--- src/rtl/prewarn_wdog_pkg.sv ---
package prewarn_wdog_pkg;

    // Bit positions of the control word (software decodes these)
    localparam int unsigned B_RESTART = 0;
    localparam int unsigned B_RST_EN  = 1;
    localparam int unsigned B_RST_FLG = 2;
    localparam int unsigned B_IRQ_FLG = 3;
    localparam int unsigned B_SPAN_LO = 4;
    localparam int unsigned B_IRQ_EN  = 6;
    localparam int unsigned B_RUN     = 7;
    localparam int unsigned B_DIV_LO  = 10;

    typedef struct packed {
        logic [1:0] div_sel;
        logic       run;
        logic       irq_en;
        logic [1:0] span_sel;
        logic       rst_en;
    } ctl_t;

    typedef enum logic [1:0] {
        PH_COUNT = 2'd0,
        PH_GRACE = 2'd1,
        PH_HOLD  = 2'd2
    } phase_e;

    function automatic int unsigned max_u(input int unsigned a, input int unsigned b);
        return (a > b) ? a : b;
    endfunction

    function automatic ctl_t decode_ctl(input logic [31:0] w);
        ctl_t c;
        c.div_sel  = w[B_DIV_LO +: 2];
        c.run      = w[B_RUN];
        c.irq_en   = w[B_IRQ_EN];
        c.span_sel = w[B_SPAN_LO +: 2];
        c.rst_en   = w[B_RST_EN];
        return c;
    endfunction

    function automatic logic [31:0] encode_word(input ctl_t c, input logic irq_f,
                                                input logic rst_f);
        logic [31:0] w;
        w = '0;
        w[B_DIV_LO +: 2]  = c.div_sel;
        w[B_RUN]          = c.run;
        w[B_IRQ_EN]       = c.irq_en;
        w[B_SPAN_LO +: 2] = c.span_sel;
        w[B_IRQ_FLG]      = irq_f;
        w[B_RST_FLG]      = rst_f;
        w[B_RST_EN]       = c.rst_en;
        return w;
    endfunction

endpackage

--- src/rtl/prewarn_wdog_prescaler.sv ---
module prewarn_wdog_prescaler #(
    parameter int unsigned DIV_0 = 1,
    parameter int unsigned DIV_1 = 256,
    parameter int unsigned DIV_2 = 2048,
    parameter int unsigned DIV_3 = 65536
) (
    input  logic       clk,
    input  logic       rst,
    input  logic       en_i,
    input  logic       clr_i,
    input  logic [1:0] div_sel_i,
    output logic       tick_o
);
    import prewarn_wdog_pkg::*;

    localparam int unsigned DIV_MAX = max_u(max_u(DIV_0, DIV_1), max_u(DIV_2, DIV_3));
    localparam int unsigned PW      = $clog2(DIV_MAX) + 1;

    logic [PW-1:0] pre_q;
    logic [PW-1:0] last;

    always_comb begin
        unique case (div_sel_i)
            2'd0:    last = PW'(DIV_0 - 1);
            2'd1:    last = PW'(DIV_1 - 1);
            2'd2:    last = PW'(DIV_2 - 1);
            default: last = PW'(DIV_3 - 1);
        endcase
    end

    assign tick_o = en_i && !clr_i && (pre_q == last);

    always_ff @(posedge clk) begin
        if (rst || clr_i || !en_i || tick_o)
            pre_q <= '0;
        else
            pre_q <= pre_q + 1'b1;
    end

    // a stopped timer holds its prescaler at zero
    a_r8_idle_prescaler: assert property (@(posedge clk) disable iff (rst)
        !en_i |=> (pre_q == '0));

endmodule

--- src/rtl/prewarn_wdog_interval.sv ---
module prewarn_wdog_interval #(
    parameter int unsigned SPAN_LOG0 = 14,
    parameter int unsigned GRACE     = 1024
) (
    input  logic       clk,
    input  logic       rst,
    input  logic       en_i,
    input  logic       clr_i,
    input  logic [1:0] span_sel_i,
    input  logic       tick_i,
    output logic       expire_o,
    output logic       bite_o
);
    import prewarn_wdog_pkg::*;

    // longest interval is 2^(SPAN_LOG0+6) ticks
    localparam int unsigned CW = max_u(SPAN_LOG0 + 7, $clog2(GRACE) + 1);

    phase_e        phase_q;
    logic [CW-1:0] cnt_q;
    logic [CW-1:0] span_last;
    logic [5:0]    shamt;
    logic          live;

    assign shamt     = 6'(SPAN_LOG0) + {3'b000, span_sel_i, 1'b0};
    assign span_last = ({{(CW-1){1'b0}}, 1'b1} << shamt) - 1'b1;
    assign live      = en_i && !clr_i && tick_i;

    assign expire_o = live && (phase_q == PH_COUNT) && (cnt_q == span_last);
    assign bite_o   = live && (phase_q == PH_GRACE) && (cnt_q == CW'(GRACE - 1));

    always_ff @(posedge clk) begin
        if (rst || clr_i || !en_i) begin
            cnt_q   <= '0;
            phase_q <= PH_COUNT;
        end else if (expire_o) begin
            cnt_q   <= '0;
            phase_q <= PH_GRACE;
        end else if (bite_o) begin
            cnt_q   <= '0;
            phase_q <= PH_HOLD;
        end else if (tick_i && phase_q != PH_HOLD) begin
            cnt_q   <= cnt_q + 1'b1;
        end
    end

    // a restart or code change rewinds the count to the start of an interval
    a_r5_clear_rewinds: assert property (@(posedge clk) disable iff (rst)
        clr_i |=> (cnt_q == '0 && phase_q == PH_COUNT));

    // once the request has gone out, the count stays parked
    a_r6_hold_parked: assert property (@(posedge clk) disable iff (rst)
        (phase_q == PH_HOLD && !clr_i && en_i) |=> (phase_q == PH_HOLD));

endmodule

--- src/rtl/prewarn_wdog.sv ---
module prewarn_wdog #(
    parameter int unsigned DIV_0     = 1,
    parameter int unsigned DIV_1     = 256,
    parameter int unsigned DIV_2     = 2048,
    parameter int unsigned DIV_3     = 65536,
    parameter int unsigned SPAN_LOG0 = 14,
    parameter int unsigned GRACE     = 1024
) (
    input  logic        clk,
    input  logic        rst,
    input  logic        wr_en,
    input  logic [31:0] wr_data,
    output logic [31:0] rd_data,
    output logic        irq,
    output logic        rst_req
);
    import prewarn_wdog_pkg::*;

    ctl_t ctl_q;
    ctl_t ctl_w;
    logic irq_flag_q;
    logic rst_flag_q;
    logic clr;
    logic tick;
    logic expire;
    logic bite;

    assign ctl_w = decode_ctl(wr_data);

    // Any restart, stop, or code change rewinds the count
    assign clr = wr_en && (wr_data[B_RESTART] || !ctl_w.run ||
                           ctl_w.div_sel != ctl_q.div_sel ||
                           ctl_w.span_sel != ctl_q.span_sel);

    prewarn_wdog_prescaler #(
        .DIV_0(DIV_0), .DIV_1(DIV_1), .DIV_2(DIV_2), .DIV_3(DIV_3)
    ) u_pre (
        .clk       (clk),
        .rst       (rst),
        .en_i      (ctl_q.run),
        .clr_i     (clr),
        .div_sel_i (ctl_q.div_sel),
        .tick_o    (tick)
    );

    prewarn_wdog_interval #(
        .SPAN_LOG0(SPAN_LOG0), .GRACE(GRACE)
    ) u_ivl (
        .clk        (clk),
        .rst        (rst),
        .en_i       (ctl_q.run),
        .clr_i      (clr),
        .span_sel_i (ctl_q.span_sel),
        .tick_i     (tick),
        .expire_o   (expire),
        .bite_o     (bite)
    );

    always_ff @(posedge clk) begin
        if (rst) begin
            ctl_q      <= '0;
            irq_flag_q <= 1'b0;
            rst_flag_q <= 1'b0;
            rst_req    <= 1'b0;
        end else begin
            if (wr_en)
                ctl_q <= ctl_w;
            // new events win over a same-cycle clear
            irq_flag_q <= (irq_flag_q && !(wr_en && wr_data[B_IRQ_FLG])) || expire;
            rst_flag_q <= (rst_flag_q && !(wr_en && wr_data[B_RST_FLG])) ||
                          (bite && ctl_q.rst_en);
            rst_req    <= bite && ctl_q.rst_en;
        end
    end

    assign rd_data = encode_word(ctl_q, irq_flag_q, rst_flag_q);
    assign irq     = irq_flag_q && ctl_q.irq_en;

    // the request lasts one cycle
    a_r6_single_pulse: assert property (@(posedge clk) disable iff (rst)
        rst_req |=> !rst_req);

    // the request is always accompanied by the sticky flag
    a_r6_flag_follows: assert property (@(posedge clk) disable iff (rst)
        rst_req |-> rst_flag_q);

    // no request unless reset was enabled
    a_r6_needs_enable: assert property (@(posedge clk) disable iff (rst)
        rst_req |-> $past(ctl_q.rst_en));

    // the warning flag only rises on an interval expiry
    a_r3_flag_from_expiry: assert property (@(posedge clk) disable iff (rst)
        $rose(irq_flag_q) |-> $past(expire));

    // a stopped timer never expires
    a_r8_stopped_quiet: assert property (@(posedge clk) disable iff (rst)
        !ctl_q.run |-> !expire && !bite);

endmodule

--- config.mk ---
export PLATFORM = sky130hd
export DESIGN_NAME = prewarn_wdog
export DESIGN_NICKNAME = d
export VERILOG_FILES = /design/src/rtl/prewarn_wdog_pkg.sv /design/src/rtl/prewarn_wdog_prescaler.sv /design/src/rtl/prewarn_wdog_interval.sv /design/src/rtl/prewarn_wdog.sv
export SDC_FILE = /design/constraint.sdc
export NUM_CORES = 1
export LEC_CHECK = 0
export BUFFER_PORTS_ARGS = -buffer_cell sky130_fd_sc_hd__buf_2
export CORE_ASPECT_RATIO = 1.2
export CORE_UTILIZATION = 30
export DETAILED_ROUTE_END_ITERATION = 7
export SKIP_LAST_GASP = 1
export SYNTH_ARGS = -nofsm -noshare
export SYNTH_HDL_FRONTEND = slang
export SYNTH_HIERARCHICAL = 1
export SYNTH_SLANG_ARGS = --single-unit
--- constraint.sdc ---
create_clock -name clk -period 3.6 [get_ports clk]
set_clock_uncertainty 0.15 [all_clocks]
set_input_delay 0.18 -clock clk [delete_from_list [all_inputs] [get_ports clk]]
set_output_delay 0.18 -clock clk [all_outputs]
set_load 0.005 [all_outputs]
[Word level (Yosys, flattened, before mapping)]
Cells that the tools add are included.
Storage, ports and cells
  logic and storage cells: 62
  input bits: 35
  bits in registers: 50
Cells by class
  muxes and demuxes: 3
  add/sub/neg operators: 4
  shifts and indexed selects: 1
  equality and inequality tests: 9
  reduce and logical (&&, ||, !) cells: 33
Operators by type and width (count)
  case mux 16 bit (3 select lines): 1
  adder 21 x 1 -> 21 bit, second input constant: 1
  equality test 21 x 10 -> 1 bit, second input constant: 1
  equality test 21 bit: 1
  left shift 1 x 6 -> 21 bit, first input constant: 1
  subtractor 21 x 1 -> 21 bit, second input constant: 1
  adder 17 x 1 -> 17 bit, second input constant: 1
  equality test 17 x 16 -> 1 bit: 1
  logical AND 1 bit: 15
  logical OR 1 bit: 8
  adder 4 x 3 -> 5 bit, first input constant: 1
  logical NOT 1 bit: 5
  equality test 2 x 1 -> 1 bit, second input constant: 2
  logical NOT 2 bit: 2
  inequality test 2 bit: 2
  OR reduction 3 bit: 1
  equality test 2 bit, second input constant: 1
  2-to-1 mux 1 bit: 2
  inequality test 2 bit, second input constant: 1
  nonzero test 2 bit: 1
  OR reduction 2 bit: 1

[Depth between registers and ports, before layout]
  depth after elaboration: 13
  mapped depth: 13

[Hierarchy]
The synthesis kept the hierarchy.
By module, submodules not included
  prewarn_wdog_interval: cells an instance 142, area an instance 1260.0 sq um, instances 1
  prewarn_wdog_prescaler: cells an instance 98, area an instance 865.8 sq um, instances 1
  prewarn_wdog: cells an instance 66, area an instance 600.6 sq um, instances 1

[Worst setup path before layout]
Ideal clock, no wire load.
  path type: flip-flop to flip-flop
  from: register ctl_q (netlist bit rd_data[4])
  to: register u_ivl.cnt_q[10]
  arrival time: 3.299 ns
  slack: 0.007 ns
  path buffers: 2
  data required time: 3.306 ns
  cell stages (with the launch flop): 13
  library setup time: 0.144 ns
  cell sequence: dfxtp_1 xor2_1 o41a_1 nor3b_1 o21ai_0 a2111oi_4 buf_6 or3b_1 or4_4 nand2b_4 o31ai_4 buf_6 nor3_1
On the way
  longest elaborated chain between the ends: 10
  elaborated cells between the ends (all ways): 19
  those cells by class: add/sub: 2; eq/ne: 2; shift: 1; reduce/logical: 14
Ends and longest elaborated chain
  from (decl): RTL line prewarn_wdog.sv:19  | ctl_t ctl_q;
  from (signal assigned): RTL line prewarn_wdog.sv:67  | ctl_q <= ctl_w;
  inequality test 2 bit (*): RTL line prewarn_wdog.sv:33  | ctl_w.span_sel != ctl_q.span_sel);
  logical OR 1 bit (*): RTL line prewarn_wdog.sv:32  | ctl_w.div_sel != ctl_q.div_sel ||
  logical AND 1 bit (*): RTL line prewarn_wdog.sv:31  | assign clr = wr_en && (wr_data[B_RESTART] || !ctl_w.run ||
  net clr: RTL line prewarn_wdog.sv:23  | logic clr;
  logical NOT 1 bit (*): RTL line prewarn_wdog_prescaler.sv:31  | assign tick_o = en_i && !clr_i && (pre_q == last);
  logical AND 1 bit (*) (2 in series): RTL line prewarn_wdog_prescaler.sv:31
  net tick: RTL line prewarn_wdog.sv:24  | logic tick;
  logical AND 1 bit: RTL line prewarn_wdog_interval.sv:27  | assign live = en_i && !clr_i && tick_i;
  logical AND 1 bit, on equally long branches (2 in series): RTL line prewarn_wdog_interval.sv:29, prewarn_wdog_interval.sv:30
  OR reduction 3 bit (no line)
  to (signal assigned): RTL line prewarn_wdog_interval.sv:43  | cnt_q <= cnt_q + 1'b1;
  to (decl): RTL line prewarn_wdog_interval.sv:20  | logic [CW-1:0] cnt_q;
The timed path passes the listed nets; every way through them passes the cells marked *.
A chain may end at the register's enable or synchronous reset.

[Worst setup path after layout]
  from: input wr_data[7]
  to: register u_ivl.cnt_q[9]
On the way
  longest elaborated chain between the ends: 12
  elaborated cells between the ends (all ways): 17
  those cells by class: reduce/logical: 17
Ends and longest elaborated chain
  from (decl): RTL line prewarn_wdog.sv:12  | input logic [31:0] wr_data,
  logical NOT 1 bit (*): RTL line prewarn_wdog.sv:31
  logical OR 1 bit (*) (2 in series): RTL line prewarn_wdog.sv:31
  logical OR 1 bit (*): RTL line prewarn_wdog.sv:32
  logical AND 1 bit (*): RTL line prewarn_wdog.sv:31
  net clr: RTL line prewarn_wdog.sv:23
  logical NOT 1 bit (*): RTL line prewarn_wdog_prescaler.sv:31
  logical AND 1 bit (*) (2 in series): RTL line prewarn_wdog_prescaler.sv:31
  net tick: RTL line prewarn_wdog.sv:24
  logical AND 1 bit: RTL line prewarn_wdog_interval.sv:27
  logical AND 1 bit, on equally long branches (2 in series): RTL line prewarn_wdog_interval.sv:29, prewarn_wdog_interval.sv:30
  OR reduction 3 bit (no line)
Marks and branches as above.

==> flow_metrics.env <==
export IMPL_status="completed"
export IMPL_placement_io_buffers=23
export IMPL_setup_viol=0
export IMPL_final_common_cell="dfxtp_1"
export IMPL_drc_errors=0
export IMPL_dr_first_iter_drc_count=107
export IMPL_seqCellArea_sq_um=1000
export IMPL_insertion_delay_ns=0.30
export IMPL_clock_sink_count=50
export IMPL_critPathTopFamily="simple AND/OR/NAND/NOR gates"
export IMPL_critical_path_depth=14
export IMPL_synth_edf_count=0
export IMPL_drive_gt1_frac=0.174
export IMPL_peakVddDrop_v=0.000195
export IMPL_htree_levels=2
export IMPL_cts_buffers=5
export IMPL_grt_ovfl_total=0
export IMPL_die_w_microns=89.0
export IMPL_synth_area_sq_um=2730
export IMPL_wire_per_inst_microns=12.3
export IMPL_slew_violations=0
export IMPL_period_needed_ns=3.33
export IMPL_dp_hpwl_microns=4140
export IMPL_grt_pass1_wl_microns=9320
export IMPL_slowest_delay_ns=0.53
export IMPL_r2r_cells=12
export IMPL_async_reset_ff_frac=0
export IMPL_first_global_vias=2047
export IMPL_p_leak_uw=0.00115
export IMPL_synth_top_cell_area_share=0.367
export IMPL_ys_seq_area_frac=0.367
export IMPL_vias=2197
export IMPL_multi_input_area_sq_um=1550
export IMPL_wirelength_microns=5740
export IMPL_hp_class="in -> reg"
export IMPL_syn_inst=306
export IMPL_end_kind="flip-flop"
export IMPL_powerDensity_nw_per_um2=314
export IMPL_stdcell_count=467
export IMPL_row_count=37
export IMPL_chipHeight_microns=106
export IMPL_ys_types=50
export IMPL_cpMaxStageDelayCell="dlygate4sd3_1"
export IMPL_clk_path_buf_depth=2
export IMPL_core_sq_um=8700
export IMPL_cp_max_fo=7
export IMPL_clk_pin_slew_ns=0.09
export IMPL_hold_depth=3
export IMPL_antenna_found_initial=0
export IMPL_drv_cap=0
export IMPL_max_freq_ghz=0.301
export IMPL_drtAntennaViolNets=0
export IMPL_finalCritPeriodShare=0.924
export IMPL_cts_tree="built"
export IMPL_cp_start_kind="input pin"
export IMPL_dr_pass1_iters=4
export IMPL_vias_per_cell=4.70
export IMPL_worstPathRequired_ns=3.65
export IMPL_nets=389
export IMPL_netlist_top_cells_area="dfxtp_1 37%, xor2_1 8.0%, buf_4 7.2%, nor2_1 4.5%, nor3_1 4.4%"
export IMPL_ys_warn_count=6
export IMPL_mostFrequentLayoutCells="50 x dfxtp_1, 33 x nor2_1, 27 x conb_1, 25 x xor2_1"
export IMPL_rsz0062_at_grt="false"
export IMPL_crit_path_cell_trace="dlygate4sd3_1 -> buf_2 -> nand3b_1 -> o41a_1 -> nor3b_1 -> o21ai_1 -> a2111oi_4 -> or3b_1 -> or4_4 -> nand2b_4 -> o31ai_4 -> buf_4 -> buf_6 -> nor3_1"
export IMPL_grt_max_degree=18
export IMPL_gp_congestion=0.810
export IMPL_diodes=0
export IMPL_die_area_sq_um=9470
export IMPL_ys_seq_elements=50
export IMPL_worstSetupPathType="in -> reg"
export IMPL_area_growth_pct=14.2
export IMPL_synth_main_ff_cell="dfxtp_1"
export IMPL_nFillCells=938
export IMPL_crit_buf_inv=4
export IMPL_grt_use_total=0.124
export IMPL_yosys_area_top_type="dfxtp_1"
export IMPL_ios=69
export IMPL_initial_core_util=0.313
export IMPL_postSynthAreaPerCell_sq_um=8.91
export IMPL_placed_cells=449
export IMPL_finalPower_uw=977
export IMPL_arrival_ns=3.37
export IMPL_fin_tns_setup_ns=0
export IMPL_hold_viol=0
export IMPL_ctsRootBufferMaster="clkbuf_8"
==> tightest hold or removal path, cell delays in order <==
cell and delay (ns):
buf_2 0.10, mux2i_1 0.07, nor2_1 0.09
==> layer usage <==
| layer | wire length (microns) | share of wire | global-route usage | vias to the layer above |
|---|---|---|---|---|
| met5 | 0 | 0 | 0 | - |
| met4 | 46 | 0.0080 | 0.0374 | 0 |
| met3 | 141 | 0.025 | 0.0210 | 5 |
| met2 | 2840 | 0.49 | 0.203 | 38 |
| met1 | 2720 | 0.47 | 0.164 | 1045 |
| li1 | - | - | - | 1109 |
==> cell usage after synthesis, drive strengths merged, types with 4 or more instances <==
master and instances:
buf 32, nand2 14, inv 4, a21oi 5, nand4 12, nor4 7, nand3 21, nor3 25
nor2 35, mux2i 8, xor2 25, xnor2 12, dfxtp 50, or4 7, ha 5
==> power breakdown <==
group	total (uW)	switching (uW)	leakage (uW)	internal, uW
Clock	340	185	0.0000482	155
Combinational	76.1	41.2	0.000699	34.9
Sequential	561	3.25	0.000404	558
==> sequential cells by signal (all words and copies together) (netlist names) <==
| name | flops |
|---|---|
| irq_flag_q | 1 |
| rst_flag_q | 1 |
| u_ivl/phase_q | 2 |
| u_ivl/cnt_q | 21 |
| rst_req | 1 |
| u_pre/pre_q | 17 |
| rd_data | 7 |
==> path summary, 6_finish.rpt <==
check,from,to,slack (ns)
worst max-delay path,wr_data[7],u_ivl/cnt_q[9],0.27
worst min-delay path,wr_data[11],rd_data[11],0.01
worst max register to register,rd_data[4],u_ivl/cnt_q[9],0.30
worst min register to register,u_ivl/cnt_q[20],u_ivl/cnt_q[20],0.34
==> repair_timing <==
action	in CTS	in global routing
buffers inserted	0	2
setup endpoints to repair	0	24
gates resized for setup	0	6
hold buffers	6	0
hold endpoints to repair	6	0
==> logic make-up after synthesis <==
kind of cell | count (synthesis) | synth area share
other | 2 | 0.00275
DFF | 50 | 0.367
buffers and inverters | 39 | 0.0996
muxes | 8 | 0.0294
xor gates and xnor gates | 37 | 0.119
adders and majority gates | 5 | 0.0229
AOI/OAI and AO/OA | 20 | 0.0638
and+or+nand+nor | 145 | 0.296
==> cell type report <==
class                   count  share of cell area
multi-input cells         242               0.497
clock buffers               7              0.0277
well taps                 117              0.0470
inverters                   4             0.00482
flip-flops and latches     50               0.322
repair buffers             46               0.100
clock inverters             1             0.00161
==> metrics by stage <==
step | worst slack (ns) | hold slack [ns] | cell area [sq um] | utilization
after floorplan | 0.00650 | 0.177 | 2820 | -
after global placement | 0.107 | 0.269 | 2920 | 0.336
after detailed placement | 0.0903 | 0.277 | 2920 | 0.336
after CTS | 0.0734 | 0.0144 | 3070 | 0.353
after global routing | 0.0750 | 0.0311 | 3110 | 0.358
final | 0.274 | 0.0108 | 3110 | 0.358
Note: power is estimated with default switching activity, not from simulation.
